<file path="src/rtl/nwp_pkg.sv">
// Shared constants for the narrow write packer.
// Assumes byte-granular lanes on a power-of-two data path.
package nwp_pkg;
    localparam int unsigned BYTE_W = 8;

    // Number of byte lanes for a given data width.
    function automatic int unsigned lanes_of(input int unsigned data_w);
        return data_w / BYTE_W;
    endfunction
endpackage

</file>
<file path="src/rtl/nwp_lane_decode.sv">
// Turns a beat's offset and size into its byte-lane enables.
// Assumes the address is aligned to the beat size; misaligned low bits
// are ignored by taking the size-aligned group holding the offset.
module nwp_lane_decode #(
    parameter int unsigned LANES  = 8,
    parameter int unsigned OFS_W  = $clog2(LANES),
    parameter int unsigned SIZE_W = 2
) (
    input  logic [OFS_W-1:0]  ofs,
    input  logic [SIZE_W-1:0] size,
    output logic [LANES-1:0]  lane_en,
    output logic              ends_word
);
    // One comparator per lane: a lane is on when it shares the beat's size group.
    for (genvar i = 0; i < LANES; i++) begin : g_lane
        localparam logic [OFS_W-1:0] IDX = OFS_W'(i);
        always_comb lane_en[i] = ((IDX >> size) == (ofs >> size));
    end

    // A beat reaching the top lane completes the current word.
    always_comb ends_word = lane_en[LANES-1];
endmodule

</file>
<file path="src/rtl/nwp_merge_acc.sv">
// Gathering register for mergeable beats. Presents the word that would
// result from combining the current beat with what was gathered so far,
// and stores it unless the word is being closed.
// Assumes the top level closes the word before it would cross a boundary.
module nwp_merge_acc #(
    parameter int unsigned DATA_W = 64,
    parameter int unsigned ADDR_W = 32,
    parameter int unsigned LANES  = DATA_W / nwp_pkg::BYTE_W
) (
    input  logic              clk,
    input  logic              rst_n,
    input  logic              use_acc,
    input  logic              take,
    input  logic              close,
    input  logic [LANES-1:0]  lane_en,
    input  logic [DATA_W-1:0] beat_data,
    input  logic [ADDR_W-1:0] beat_waddr,
    output logic [DATA_W-1:0] mrg_data,
    output logic [LANES-1:0]  mrg_mask,
    output logic [ADDR_W-1:0] mrg_addr
);
    localparam int unsigned BW = nwp_pkg::BYTE_W;

    logic [DATA_W-1:0] acc_data;
    logic [LANES-1:0]  acc_mask;
    logic [ADDR_W-1:0] acc_addr;
    logic              acc_act;

    // Per-lane select: new beat data, else gathered data, else zero.
    for (genvar i = 0; i < LANES; i++) begin : g_mrg
        always_comb begin
            if (lane_en[i])
                mrg_data[i*BW +: BW] = beat_data[i*BW +: BW];
            else if (use_acc)
                mrg_data[i*BW +: BW] = acc_data[i*BW +: BW];
            else
                mrg_data[i*BW +: BW] = '0;
        end
    end

    // Combined mask and the word address the command will carry.
    always_comb begin
        mrg_mask = lane_en | (use_acc ? acc_mask : '0);
        mrg_addr = (use_acc && acc_act) ? acc_addr : beat_waddr;
    end

    // Store the partial word, or clear it once it has been handed out.
    always_ff @(posedge clk) begin
        if (!rst_n) begin
            acc_data <= '0;
            acc_mask <= '0;
            acc_addr <= '0;
            acc_act  <= 1'b0;
        end else if (take) begin
            if (close) begin
                acc_data <= '0;
                acc_mask <= '0;
                acc_act  <= 1'b0;
            end else begin
                acc_data <= mrg_data;
                acc_mask <= mrg_mask;
                acc_addr <= mrg_addr;
                acc_act  <= 1'b1;
            end
        end
    end

    // An open word never holds its top lane: that lane closes it.
    assert_open_word_below_top_R4: assert property (@(posedge clk) disable iff (!rst_n)
        acc_act |-> !acc_mask[LANES-1]);
    // An open word always has at least one written lane.
    assert_open_word_nonempty_R3: assert property (@(posedge clk) disable iff (!rst_n)
        acc_act |-> (acc_mask != '0));
endmodule

</file>
<file path="src/rtl/nwp_out_stage.sv">
// Single-entry command register holding address, word and mask together.
// Assumes the top level loads it only when it is empty or being drained.
module nwp_out_stage #(
    parameter int unsigned DATA_W = 64,
    parameter int unsigned ADDR_W = 32,
    parameter int unsigned LANES  = DATA_W / nwp_pkg::BYTE_W
) (
    input  logic              clk,
    input  logic              rst_n,
    input  logic              load,
    input  logic [DATA_W-1:0] in_data,
    input  logic [LANES-1:0]  in_mask,
    input  logic [ADDR_W-1:0] in_addr,
    input  logic              out_ready,
    output logic              out_valid,
    output logic [DATA_W-1:0] out_data,
    output logic [LANES-1:0]  out_mask,
    output logic [ADDR_W-1:0] out_addr
);
    localparam int unsigned BW = nwp_pkg::BYTE_W;

    // Load a closed word, or drop the pending one once the queue takes it.
    always_ff @(posedge clk) begin
        if (!rst_n) begin
            out_valid <= 1'b0;
            out_data  <= '0;
            out_mask  <= '0;
            out_addr  <= '0;
        end else if (load) begin
            out_valid <= 1'b1;
            out_data  <= in_data;
            out_mask  <= in_mask;
            out_addr  <= in_addr;
        end else if (out_ready) begin
            out_valid <= 1'b0;
        end
    end

    // A refused command stays put until taken.
    assert_hold_stalled_R8: assert property (@(posedge clk) disable iff (!rst_n)
        (out_valid && !out_ready) |=>
            (out_valid && $stable(out_data) && $stable(out_mask) && $stable(out_addr)));
    // Every pending command writes at least one byte.
    assert_mask_nonempty_R9: assert property (@(posedge clk) disable iff (!rst_n)
        out_valid |-> (out_mask != '0));
    // Disabled lanes carry zero data.
    for (genvar i = 0; i < LANES; i++) begin : g_zero_chk
        assert_idle_lane_zero_R5: assert property (@(posedge clk) disable iff (!rst_n)
            (out_valid && !out_mask[i]) |-> (out_data[i*BW +: BW] == '0));
    end
endmodule

</file>
<file path="src/rtl/narrow_write_packer.sv">
// Narrow write beat packer: gathers sub-width beats of mergeable bursts
// into masked full words, passes non-mergeable beats through one by one,
// and stalls the beat side while a finished command waits.
// Assumes write data is already in its byte lanes and that mergeable
// bursts increment their address without gaps.
module narrow_write_packer #(
    parameter int unsigned DATA_W = 64,
    parameter int unsigned ADDR_W = 32,
    parameter int unsigned LANES  = DATA_W / nwp_pkg::BYTE_W,
    parameter int unsigned OFS_W  = $clog2(LANES),
    parameter int unsigned SIZE_W = $clog2(OFS_W + 1)
) (
    input  logic              clk,
    input  logic              rst_n,
    input  logic              beat_valid,
    output logic              beat_ready,
    input  logic [ADDR_W-1:0] beat_addr,
    input  logic [SIZE_W-1:0] beat_size,
    input  logic              beat_last,
    input  logic              beat_merge,
    input  logic [DATA_W-1:0] beat_data,
    output logic              out_valid,
    input  logic              out_ready,
    output logic [ADDR_W-1:0] out_addr,
    output logic [DATA_W-1:0] out_data,
    output logic [LANES-1:0]  out_mask
);
    logic [LANES-1:0]  lane_en;
    logic              ends_word;
    logic              fire;
    logic              close;
    logic [ADDR_W-1:0] beat_waddr;
    logic [DATA_W-1:0] mrg_data;
    logic [LANES-1:0]  mrg_mask;
    logic [ADDR_W-1:0] mrg_addr;

    // Handshake and close decision for the current beat.
    always_comb begin
        beat_ready = !out_valid || out_ready;
        fire       = beat_valid && beat_ready;
        close      = !beat_merge || ends_word || beat_last;
        beat_waddr = {beat_addr[ADDR_W-1:OFS_W], {OFS_W{1'b0}}};
    end

    nwp_lane_decode #(
        .LANES (LANES),
        .OFS_W (OFS_W),
        .SIZE_W(SIZE_W)
    ) dec_i (
        .ofs      (beat_addr[OFS_W-1:0]),
        .size     (beat_size),
        .lane_en  (lane_en),
        .ends_word(ends_word)
    );

    nwp_merge_acc #(
        .DATA_W(DATA_W),
        .ADDR_W(ADDR_W),
        .LANES (LANES)
    ) acc_i (
        .clk       (clk),
        .rst_n     (rst_n),
        .use_acc   (beat_merge),
        .take      (fire && beat_merge),
        .close     (close),
        .lane_en   (lane_en),
        .beat_data (beat_data),
        .beat_waddr(beat_waddr),
        .mrg_data  (mrg_data),
        .mrg_mask  (mrg_mask),
        .mrg_addr  (mrg_addr)
    );

    nwp_out_stage #(
        .DATA_W(DATA_W),
        .ADDR_W(ADDR_W),
        .LANES (LANES)
    ) out_i (
        .clk      (clk),
        .rst_n    (rst_n),
        .load     (fire && close),
        .in_data  (mrg_data),
        .in_mask  (mrg_mask),
        .in_addr  (mrg_addr),
        .out_ready(out_ready),
        .out_valid(out_valid),
        .out_data (out_data),
        .out_mask (out_mask),
        .out_addr (out_addr)
    );

    // A bypassed beat leaves alone with exactly its own lanes.
    assert_bypass_own_lanes_R6: assert property (@(posedge clk) disable iff (!rst_n)
        (rst_n && fire && !beat_merge) |=> (out_valid && out_mask == $past(lane_en)));
    // A full-width beat leaves as a complete word.
    assert_full_beat_all_lanes_R7: assert property (@(posedge clk) disable iff (!rst_n)
        (rst_n && fire && beat_size == SIZE_W'(OFS_W)) |=> (out_valid && (&out_mask)));
    // Commands are word-aligned.
    assert_word_aligned_R4: assert property (@(posedge clk) disable iff (!rst_n)
        out_valid |-> (out_addr[OFS_W-1:0] == '0));
endmodule

</file>
<file path="config.mk">
export PLATFORM = sky130hd
export DESIGN_NAME = narrow_write_packer
export DESIGN_NICKNAME = d
export VERILOG_FILES = /design/src/rtl/nwp_pkg.sv /design/src/rtl/nwp_lane_decode.sv /design/src/rtl/nwp_merge_acc.sv /design/src/rtl/nwp_out_stage.sv /design/src/rtl/narrow_write_packer.sv
export SDC_FILE = /design/constraint.sdc
export NUM_CORES = 1
export LEC_CHECK = 0
export BUFFER_PORTS_ARGS = -buffer_cell sky130_fd_sc_hd__buf_2
export CAP_MARGIN = 5
export CORE_ASPECT_RATIO = 0.6
export CORE_UTILIZATION = 53
export CTS_BUF_LIST = sky130_fd_sc_hd__clkbuf_8 sky130_fd_sc_hd__clkbuf_16
export DETAILED_ROUTE_END_ITERATION = 8
export PLACE_DENSITY = 0.8
export RECOVER_POWER = 100
export SLEW_MARGIN = 10
export SYNTH_ARGS = -nofsm -noshare
export SYNTH_HDL_FRONTEND = slang
export SYNTH_SLANG_ARGS = --single-unit
export TNS_END_PERCENT = 50
</file>
<file path="constraint.sdc">
create_clock -name clk -period 2.8 [get_ports clk]
set_input_delay 0 -clock clk [delete_from_list [all_inputs] [get_ports clk]]
set_output_delay 0 -clock clk [all_outputs]
set_load 0.02 [all_outputs]
</file>
==> summary.txt, run 1 <==
Setup path
  – Worst setup SP type: input port
  – CP arrival: 2.73 ns
  – Crit path kind: in -> reg
  – CP endpoint kind: flop
  – Maximum fanout along the worst path: 87
  – Data required, critical path: 3.16 ns

STA
  – Setup WS post-layout: 0.4327 ns
  – Worst Tran Pin Value: 1.070 ns
  – Final Max Slew Viols: 0
  – Period utilization: 0.8455
  – Clk_skew: 0.008965 ns
  – Setup_tns: 0 ns
  – Fin crit period: 2.367 ns
  – RSZ-0062 raised after global routing: false
  – Final-report hold violation count: 0
  – Peak Freq: 422.4 MHz
  – Final setup viols: 0
  – Rel. slew slack: 0.2849

Floorplanning
  – Ports: 210
  – Starting Density: 0.5435
  – Die width: 164.3 µm
  – Core area: 15410 µm²
  – Die Height: 99.39 µm
  – Die area: 16330 µm²
  – Rows: 35

Logic synthesis
  – Yosys cell types: 55
  – Seq cells post-synth: 210
  – Post-synth ARST share: 0
  – Gate Count Post-Synth: 944
  – Most frequently used flop master after synthesis: dfxtp_1
  – Post-Syn Area per Cell: 8.875 µm²
  – Synth Warn #: 0
  – Synthesized Nets: 1052
  – Mapped cell area: 8378 µm²
  – Number of synthesized flops with an enable pin: 0
  – Seq/Total Area, Yosys: 0.5018

CTS
  – Setup bufs post-CTS: 0
  – CTS Sinks: 210
  – Clk buf depth: 3
  – CTS clock-pin slew for the worst setup and hold paths: 0.06 ns
  – Clock tree from TritonCTS: yes
  – Cts bufs inserted: 19
  – H-tree Lvls: 1
  – Clock Root Buffer: clkbuf_16
  – Post-CTS Resized: 0
  – Hold_buf cts: 93
  – Clock latency on the worst-skew pair: 0.47 ns

Cells and area
  – Synth-to-Final Area Change: 30.68%
  – Layout cells sized above 1: 0.1419
  – Finished Core Util: 0.7102
  – ANT cells: 0
  – Fin nets: 1324
  – Final instance area: 10950 µm²

Detailed routing
  – First-pass iteration count of the detailed router: 5
  – Via count: 7877
  – Average routed wire per standard cell: 16.06 µm
  – WL final: 22960 µm
  – DRC Markers: 0
  – Vias per std cell: 5.512
  – Number of DRC markers in iteration 0: 619
  – Post-DRT Antenna Nets: 0

GRT
  – Total congestion overflow: 0
  – First-pass GRT wire length: 36600 µm
  – GRT Total Usage: 0.2757
  – Vias in the first global route: 7346
  – Largest net degree at the start of global routing: 100
  – Initial antenna violation count: 1

Min path
  – HP Class: in -> reg

Place
  – DP Worst Slack: 0.1553 ns
  – Detailed placement HPWL: 13760 µm
  – Placed cell area: 9588 µm²
  – PortBufs: 209
  – Placer Congestion: 0.8688

Power and ir drop
  – PwrDens: 631.5 nW/µm²
  – Design Power: 0.006914 W
  – LEAKAGE: 4.317 nW
  – Max rail drop VDD: 0.0004261 V

Flow run
  – Max_cap viols: 0

Outcome
  – Status: completed
cells by family (layout without fill, tap and decap cells):
group | after synthesis | in the layout | synth area share
AND/OR/NAND/NOR | 326 | 326 | 0.1694
AO/OA/AOI/OAI | 273 | 273 | 0.2237
flip-flops | 210 | 210 | 0.5018
buffers and inverters | 88 | 370 | 0.04779
multiplexers | 39 | 39 | 0.04719
adder cells (fa/ha/maj) | 4 | 4 | 0.005974
XOR/XNOR | 4 | 4 | 0.004182
critical path: stages:
cell and delay, ns:
buf_2 0.23, inv_1 0.14, ha_1 0.29, or2_2 0.31, a21o_1 0.18, a211oi_1 0.25, buf_4 0.27, o311a_1 0.29
buf_12 0.36, nor2_1 0.09, a311oi_1 0.30
sequential cells by signal (all words and copies together) (netlist names):
register,cells
out_i.out_mask,8
out_i.out_valid,1
acc_i.acc_mask,8
out_i.out_data,64
acc_i.acc_data,64
acc_i.acc_act,1
out_i.out_addr,32
acc_i.acc_addr,32
report_power, final:
part	total, W	leakage [nW]	switching, W	internal, W
logic	0.00111	2.30	0.000702	0.000412
clock network	0.00257	0.302	0.00110	0.00148
registers	0.00323	1.72	0.0000858	0.00314
total	0.00691	4.32	0.00188	0.00503
worst paths after layout:
path                           start            endpoint  slack (ns)  depth (start not counted)
setup / recovery        beat_size[0]  out_i.out_addr[29]        0.43                         11
hold / removal             out_ready     out_i.out_valid       0.005                          4
setup reg to reg     out_i.out_valid  acc_i.acc_data[17]        0.50                          5
hold reg to reg   acc_i.acc_data[26]  acc_i.acc_data[26]        0.45                          2
per-layer routing:
metal	global-route usage	routed length, µm	up-vias
li1	-	-	3898
met1	0.3933	10820	3618
met2	0.4320	10010	323
met3	0.04712	1697	36
met5	0	12	-
met4	0.07051	419	2
metrics by stage:
stage          std cells  hold slack, ns
3_3_place_gp        1305          0.2372
6_report            1429        0.005337
4_1_cts             1429        0.001359
3_5_place_dp        1305          0.2410
5_1_grt             1429         0.01506
2_1_floorplan        944          0.1328
final cells by class:
cell class,count,area (µm²)
Clock inverter,10,103.9
Tap cell,203,254.0
Multi-Input combinational cell,646,3780
Clock buffer,21,503.0
Sequential cell,210,4204
Fill cell,1242,4467
Inverter,15,56.30
Timing Repair Buffer,324,2047
placed cells by master, fill, tap and decap left out, types with 5 or more instances in the layout:
cell type / instances
a311oi_1: 32
o21ai_0: 69
clkbuf_16: 19
a21o_1: 7
a221oi_1: 8
and2_1: 17
inv_1: 15
nand2_1: 137
buf_2: 103
clkinv_2: 5
mux2i_1: 38
dfxtp_1: 210
a31oi_1: 41
nand3b_1: 9
a21oi_1: 32
nand3_1: 20
a211oi_1: 29
buf_4: 19
nor2_1: 118
clkbuf_1: 106
dlygate4sd3_1: 93
a22o_1: 34
synth_stat cells (3+ instances only):
cell,n,area [µm²]
a211oi_1,28,210.2
a21o_1,7,52.55
a21oi_1,32,160.2
a221oi_1,8,70.07
a22o_1,34,297.8
a311oi_1,32,280.3
a31oi_1,42,262.8
and2_1,19,118.9
buf_1,4,15.01
buf_2,17,85.08
buf_4,7,52.55
buf_6,3,33.78
clkbuf_1,42,157.7
dfxtp_1,210,4204
ha_1,4,50.05
inv_1,14,52.55
mux2i_1,38,380.4
nand2_1,137,514.2
nand3_1,20,100.1
nand3b_1,9,67.56
nor2_1,117,439.2
nor3_1,4,20.02
nor3b_1,3,22.52
o21ai_0,69,345.3
o21ai_2,4,35.03
(Power assumes the default switching activity.)
==> run 2, diff against run 1 <==
--- a/config.mk
+++ b/config.mk
@@ -5,13 +5,14 @@
 export SDC_FILE = /design/constraint.sdc
 export NUM_CORES = 1
 export LEC_CHECK = 0
+export ABC_AREA = 1
 export BUFFER_PORTS_ARGS = -buffer_cell sky130_fd_sc_hd__buf_2
 export CAP_MARGIN = 5
 export CORE_ASPECT_RATIO = 0.6
-export CORE_UTILIZATION = 53
+export CORE_UTILIZATION = 55
 export CTS_BUF_LIST = sky130_fd_sc_hd__clkbuf_8 sky130_fd_sc_hd__clkbuf_16
 export DETAILED_ROUTE_END_ITERATION = 8
-export PLACE_DENSITY = 0.8
+export PLACE_DENSITY = 0.81
 export RECOVER_POWER = 100
 export SLEW_MARGIN = 10
 export SYNTH_ARGS = -nofsm -noshare
==> constraint.sdc (replaced) <==
create_clock -name clk -period 2.38 [get_ports clk]
set_input_delay 0 -clock clk [delete_from_list [all_inputs] [get_ports clk]]
set_output_delay 0 -clock clk [all_outputs]
set_load 0.02 [all_outputs]
==> run 2 against run 1 <==
  * Count of clock-buffer cells in the layout increased by 6
  * Register-to-register slack got worse by 0.04 ns
  * Utilization increased by 0.76 points
  * Via count increased by 33%
  * Total power increased by 27%
  * Critical endpoint is now out_i.out_addr[10]
  * Largest cell class is now multi-input combinational cells
==> summary.txt, run 2 <==
Setup path
  – Worst path max stage delay: 0.47 ns
  – CP endpoint kind: flop
  – Reg2Reg Capture Point: acc_i.acc_addr[8]
  – CP cell instances: buf_2 > inv_2 > ha_1 > inv_1 > nand2_1 > nand2_1 > nor2_1 > nand2_1 > nand3_2 > nand2_4 > clkbuf_4 > o21ai_0 > nor2_1
  – Maximum fanout along the worst path: 55
  – Reg2reg path depth: 8
  – Worst setup SP type: input port
  – Critical path origin: beat_size[1]
  – CP arrival: 2.33 ns
  – Crit path kind: in -> reg
  – CP dominant cell by count: nand2_1
  – Buf/Inv on CP: 4
  – Crit-path slowest cell: clkbuf_4
  – Data required, critical path: 2.76 ns
  – Worst R2R Start: out_i.out_valid
  – Worst reg-to-reg setup slack: 0.46 ns
  – Cell family with most CP delay: buffers and inverters

Cells and area
  – Largest regs: acc_i.acc_data x64, out_i.out_data x64
  – Most common cell after layout, fill and taps aside: nand2_1
  – Fin nets: 1878
  – Layout cells sized above 1: 0.1004
  – Synth-to-Final Area Change: 28.02%
  – Multi-input gate area: 4623 µm²
  – Final instance area: 12300 µm²
  – Leading cell types in the layout, fill and taps excluded: 608 x nand2_1, 217 x nor2_1, 210 x dfxtp_1
  – Register area: 4204 µm²
  – Layout fillers: 1425

STA
  – Peak Freq: 514.0 MHz
  – Clk_skew: 0.01310 ns
  – Final setup viols: 0
  – Rel. slew slack: 0.3870
  – Setup_tns: 0 ns
  – RSZ-0062 raised after global routing: false
  – Final-report hold violation count: 0
  – Worst Tran Pin Value: 0.9196 ns
  – Fin crit period: 1.946 ns
  – Period utilization: 0.8174
  – Final Max Slew Viols: 0

Logic synthesis
  – Yosys cell types: 24
  – Synth Warn #: 0
  – Gate Count Post-Synth: 1509
  – Post-Synth Simple-Gate Area: 0.3757
  – Number of synthesized flops with an enable pin: 0
  – Synth top area cells: dfxtp_1 44%, nand2_1 24%, nor2_1 8.5%
  – Mapped cell area: 9604 µm²
  – Top-area cell type share of the netlist area: 0.4377
  – Seq cells post-synth: 210
  – Seq/Total Area, Yosys: 0.4377
  – Post-synth ARST share: 0
  – Xor/xnor share of the synthesized area: 0
  – Post-Syn Area per Cell: 6.365 µm²
  – Synth area leader: dfxtp_1
  – Fraction of the mapped netlist area in adder cells: 0.005211
  – Commonest cells post-synth: 608 x nand2_1, 218 x nor2_1, 210 x dfxtp_1
  – Most frequently used flop master after synthesis: dfxtp_1
  – Portion of netlist area occupied by mux cells: 0
  – Post-synthesis compound-gate area fraction: 0.09914
  – Count leader, synth: nand2_1
  – Largest family of logic cells by synthesized area: simple AND/OR/NAND/NOR gates
  – Synthesized Nets: 1617

GRT
  – First-pass GRT wire length: 46540 µm
  – Initial antenna violation count: 1
  – Total congestion overflow: 0
  – Largest net degree at the start of global routing: 74
  – GRT Total Usage: 0.3098
  – Vias in the first global route: 9795

Detailed routing
  – DRC Markers: 0
  – Via count: 10449
  – First-pass iteration count of the detailed router: 5
  – Vias per std cell: 5.180
  – Post-DRT Antenna Nets: 0
  – Average routed wire per standard cell: 13.88 µm
  – Number of DRC markers in iteration 0: 876
  – WL final: 27990 µm

Floorplanning
  – Starting Density: 0.5607
  – Die area: 18010 µm²
  – Ports: 210
  – Core area: 17130 µm²
  – Die width: 172.6 µm
  – Die Height: 104.4 µm
  – Rows: 37

CTS
  – Clock tree from TritonCTS: yes
  – Clk buf depth: 3
  – CTS Sinks: 210
  – Cts bufs inserted: 20
  – Clock Root Buffer: clkbuf_16
  – CTS clock-pin slew for the worst setup and hold paths: 0.06 ns
  – H-tree Lvls: 1
  – Clock latency on the worst-skew pair: 0.49 ns

Power and ir drop
  – PwrDens: 715.4 nW/µm²
  – Max rail drop VDD: 0.0004639 V
  – LEAKAGE: 5.709 nW

Place
  – Placed cell area: 10770 µm²
  – Detailed placement HPWL: 16670 µm
  – PortBufs: 209
  – Placer Congestion: 0.8269

Outcome
  – Status: completed

Min path
  – Hold path depth: 5
  – Hold path endpoint: acc_i.acc_mask[0]
  – HP Class: in -> reg
  – Worst hold start: beat_size[1]

Flow run
  – Max_cap viols: 0
## run 2: cell count changes in the layout (fill, tap and decap cells not counted), sizes merged, moves of 31 or more
cell | before | now
a211oi | 31 | 0
a21oi | 32 | 104
a31oi | 42 | 1
nor2 | 120 | 223
nand2 | 138 | 614
a311oi | 32 | 0
nand3 | 20 | 78
mux2i | 38 | 0
inv | 16 | 94
a22o | 34 | 0
## run 2: cell type report
type                    count  area share
well taps                 234     0.02381
diodes                      1   0.0002035
repair buffers            329      0.1696
clock buffers              27     0.04946
inverters                  97     0.02982
flip-flops and latches    210      0.3419
multi-input cells        1112      0.3760
clock inverters             7    0.009158
## run 2: power breakdown
part	switching, W	internal, W
clock	0.00137	0.00211
combinational	0.00101	0.000509
sequential	0.000103	0.00369
## run 2: cells by family after synthesis
| group | after synthesis |
|---|---|
| buffers and inverters | 187 |
| flip-flops | 210 |
| AO/OA/AOI/OAI | 188 |
| AND/OR/NAND/NOR | 920 |
| adder cells (fa/ha/maj) | 4 |
## run 2: worst reg2reg max path: cells and delay by family, from the launching register on
family	cells	cell delay (ns)
buffers and inverters	2	0.74
and+or+nand+nor	5	0.64
DFF	1	0.31
AOI/OAI and AO/OA	1	0.16
## run 2: layer usage
metal  up-vias  wire (µm)  share of wire  track usage
li1       5202          -              -            -
met1      4763      12540           0.45       0.4097
met2       425      12930           0.46       0.5176
met3        59       1893          0.068      0.04971
met4         0        619          0.022      0.09821
met5         -          0              0            0
## run 2: worst max-delay path by stage
stage	slack (ns)	cells past startpoint	endpoint
after floorplan	0.72	8	acc_i.acc_data[0]
after global placement	0.32	14	out_i.out_addr[11]
after detailed placement	0.18	14	out_i.out_addr[25]
after CTS	0.63	7	acc_i.acc_data[36]
after global routing	0.26	13	out_i.out_addr[10]
final	0.43	13	out_i.out_addr[10]
## run 2: timing repair
item                                   4_1_cts  5_1_grt
hold buffers                                96        0
buffers inserted                             0        0
setup endpoints to repair                    0        0
resized for setup                            0        0
endpoints found under the hold margin      188        0
## run 2: stage by stage
| stage | total power, W | worst slack (ns) | hold WS [ns] | utilization | std cells |
|---|---|---|---|---|---|
| 2_1_floorplan | 0.004807 | 0.7250 | 0.1772 | - | 1509 |
| 3_3_place_gp | 0.005256 | 0.3171 | 0.3013 | 0.6285 | 1886 |
| 3_5_place_dp | 0.005284 | 0.1783 | 0.3138 | 0.6285 | 1886 |
| 4_1_cts | 0.008851 | 0.6314 | 0.1569 | 0.7267 | 2016 |
| 5_1_grt | 0.009169 | 0.2583 | 0.2081 | 0.7177 | 2016 |
| 6_report | 0.008796 | 0.4345 | 0.1743 | 0.7178 | 2017 |
==> run 3, diff against run 2 <==
--- a/config.mk
+++ b/config.mk
@@ -9,10 +9,10 @@
 export BUFFER_PORTS_ARGS = -buffer_cell sky130_fd_sc_hd__buf_2
 export CAP_MARGIN = 5
 export CORE_ASPECT_RATIO = 0.6
-export CORE_UTILIZATION = 55
+export CORE_UTILIZATION = 49
 export CTS_BUF_LIST = sky130_fd_sc_hd__clkbuf_8 sky130_fd_sc_hd__clkbuf_16
 export DETAILED_ROUTE_END_ITERATION = 8
-export PLACE_DENSITY = 0.81
+export PLACE_DENSITY = 0.76
 export RECOVER_POWER = 100
 export SLEW_MARGIN = 10
 export SYNTH_ARGS = -nofsm -noshare
==> constraint.sdc (replaced) <==
create_clock -name clk -period 1.7 [get_ports clk]
set_input_delay 0 -clock clk [delete_from_list [all_inputs] [get_ports clk]]
set_output_delay 0 -clock clk [all_outputs]
set_load 0.02 [all_outputs]
==> run 3 against run 2 <==
  * Largest cell class unchanged
  * Clock power up 28%
  * Total power rose by 36%
  * Cell count is 2.7% higher
  * Count of clock-buffer cells in the layout decreased by 5
  * First-iteration DRC count down 4.6%
  * Worst setup slack got worse by 0.29 ns
  * The flow now finishes with violations (hold timing)
  * Highest routed layer unchanged
  * Design area grew 1.9%
==> summary.txt, run 3 (synthesis gave the netlist of run 2 again) <==
Min path
  – Hold path endpoint: acc_i.acc_act
  – Worst hold start: beat_last
  – Hold path depth: 4
  – HP Class: in -> reg

Setup path
  – Cell family with most CP delay: simple AND/OR/NAND/NOR gates
  – CP arrival: 1.97 ns
  – Worst setup SP type: flop
  – Reg2reg path depth: 8
  – Reg2Reg Capture Point: acc_i.acc_data[26]
  – Crit path kind: reg -> reg
  – Worst path max stage delay: 0.31 ns
  – Data required, critical path: 2.11 ns
  – CP endpoint kind: flop
  – Crit-path slowest cell: dfxtp_1
  – Maximum fanout along the worst path: 29
  – CP dominant cell by count: nand2_1
  – Worst R2R Start: out_i.out_valid
  – CP cell instances: nand2_1 > nand2_1 > nor2_2 > inv_2 > nor2_4 > buf_6 > nand2_1 > a21oi_1
  – Buf/Inv on CP: 2
  – Worst reg-to-reg setup slack: 0.14 ns

GRT
  – First-pass GRT wire length: 45440 µm
  – Largest net degree at the start of global routing: 74
  – Initial antenna violation count: 0
  – Total congestion overflow: 0
  – GRT Total Usage: 0.2691
  – Grt peak-use layer: met2
  – Global-route met2 utilization: 0.4351
  – Vias in the first global route: 9503
  – Met1 GRT Util: 0.3743
  – Routing usage on met3: 0.04354

Cells and area
  – Largest regs: acc_i.acc_data x64, out_i.out_data x64
  – Register area: 4204 µm²
  – Layout cells sized above 1: 0.1119
  – Synth-to-Final Area Change: 30.48%
  – Fin nets: 1904
  – Final instance area: 12530 µm²
  – Leading cell types in the layout, fill and taps excluded: 608 x nand2_1, 216 x nor2_1, 210 x dfxtp_1
  – Layout fillers: 1767
  – Finished Core Util: 0.6552
  – Most common cell after layout, fill and taps aside: nand2_1
  – ANT cells: 0
  – Layout Cells excl Fill: 2071
  – Multi-input gate area: 4626 µm²

STA
  – Rel. slew slack: 0.5640
  – Final setup viols: 0
  – Final Max Slew Viols: 0
  – Worst Tran Pin Value: 0.6540 ns
  – Period utilization: 0.9160
  – RSZ-0062 raised after global routing: false
  – Clk_skew: 0.006665 ns
  – Fin crit period: 1.557 ns
  – Final hold slack: -0.01790 ns
  – Final-report hold violation count: 1
  – Peak Freq: 642.2 MHz

CTS
  – Clock latency on the worst-skew pair: 0.49 ns
  – Clk buf depth: 3
  – Clock Root Buffer: clkbuf_16
  – H-tree Lvls: 1
  – CTS Sinks: 210
  – Clock tree from TritonCTS: yes
  – CTS clock-pin slew for the worst setup and hold paths: 0.06 ns
  – Setup bufs post-CTS: 0
  – Cts bufs inserted: 21

Floorplanning
  – Core area: 19130 µm²
  – Ports: 210
  – Starting Density: 0.5021
  – Die Height: 110.4 µm
  – Rows: 39
  – Die area: 20180 µm²
  – Die width: 182.7 µm

Power and ir drop
  – Max rail drop VDD: 0.0006367 V
  – Logic pwr share: 0.186
  – LEAKAGE: 5.843 nW
  – Pint: 0.008539 W
  – Clock share of power: 0.371
  – Psw: 0.003461 W
  – Sequential Power Share: 0.443
  – Switch share: 0.2884
  – PwrDens: 957.5 nW/µm²
  – Design Power: 0.01200 W

Place
  – Placed cell count: 1943
  – Placer Congestion: 0.8792
  – PortBufs: 209
  – Detailed placement HPWL: 16750 µm
  – Placed cell area: 11090 µm²

Detailed routing
  – DRC Markers: 0
  – WL final: 27810 µm
  – Vias per std cell: 4.974
  – Average routed wire per standard cell: 13.43 µm
  – Post-DRT Antenna Nets: 0
  – Number of DRC markers in iteration 0: 836
  – Via count: 10301
  – First-pass iteration count of the detailed router: 6

Outcome
  – Status: finished with violations
  – Failing checks: hold timing

Flow run
  – Max_cap viols: 0
## run 3: cell types whose count changed in the layout (fill, tap and decap cells not counted), sizes merged
cell,before,now
buf,120,153
clkbuf,140,128
inv,94,99
bufinv,3,2
clkinvlp,1,0
diode,1,0
dlygate4sd3,96,95
## run 3: cell type report
type | instances | share of cell area
clock buffer | 22 | 0.04303
clock inverter | 10 | 0.007488
inverter | 97 | 0.02915
multi-input combinational | 1112 | 0.3691
sequential | 210 | 0.3355
tap | 266 | 0.02656
timing repair buffer | 354 | 0.1892
## run 3: worst max path at each step
stage,startpoint,to,slack (ns),cells after the start
final,out_i.out_valid,acc_i.acc_data[26],0.14,8
after floorplan,out_i.out_valid,acc_i.acc_data[0],0.04,8
after global routing,out_i.out_valid,acc_i.acc_data[35],0.01,8
after global placement,beat_size[0],out_i.out_mask[3],0.003,13
after CTS,out_i.out_valid,acc_i.acc_addr[17],0.10,8
after detailed placement,beat_size[0],acc_i.acc_addr[23],-0.07,13
## run 3: power groups by stage
stage                     Sequential, W  Combinational [W]  Clock, W
after floorplan                 0.00566            0.00107         0
after global placement          0.00540            0.00207         0
after detailed placement        0.00541            0.00209         0
after CTS                       0.00530            0.00228   0.00450
after global routing            0.00533            0.00246   0.00472
final                           0.00531            0.00223   0.00446
## run 3: timing repair
action                                  in CTS  in global routing
endpoints found under the hold margin      185                  0
hold buffers                                95                  0
gates resized for setup                      0                  1
endpoints found under the setup margin       0                 42
## run 3: worst min-delay path: cells and delay by family
family | cells | cell delay [ns]
simple gates | 1 | 0.17
buf+inv | 2 | 0.15
compound gates | 1 | 0.10
## run 3: layer usage
layer  up-vias  wire [µm]
met5         -          0
met4         0        591
met3        49       1823
met2       386      12390
met1      4619      13000
li1       5247          -
## run 3: through the flow
stage / setup slack (ns) / hold slack, ns / TNS (ns)
floorplan: 0.04497 / 0.1772 / 0
global placement: 0.003390 / 0.3021 / 0
detailed placement: -0.07058 / 0.3323 / -3.152
CTS: 0.1003 / 0.02138 / 0
global route: 0.01044 / 0.009107 / 0
finish: 0.1429 / -0.01790 / 0
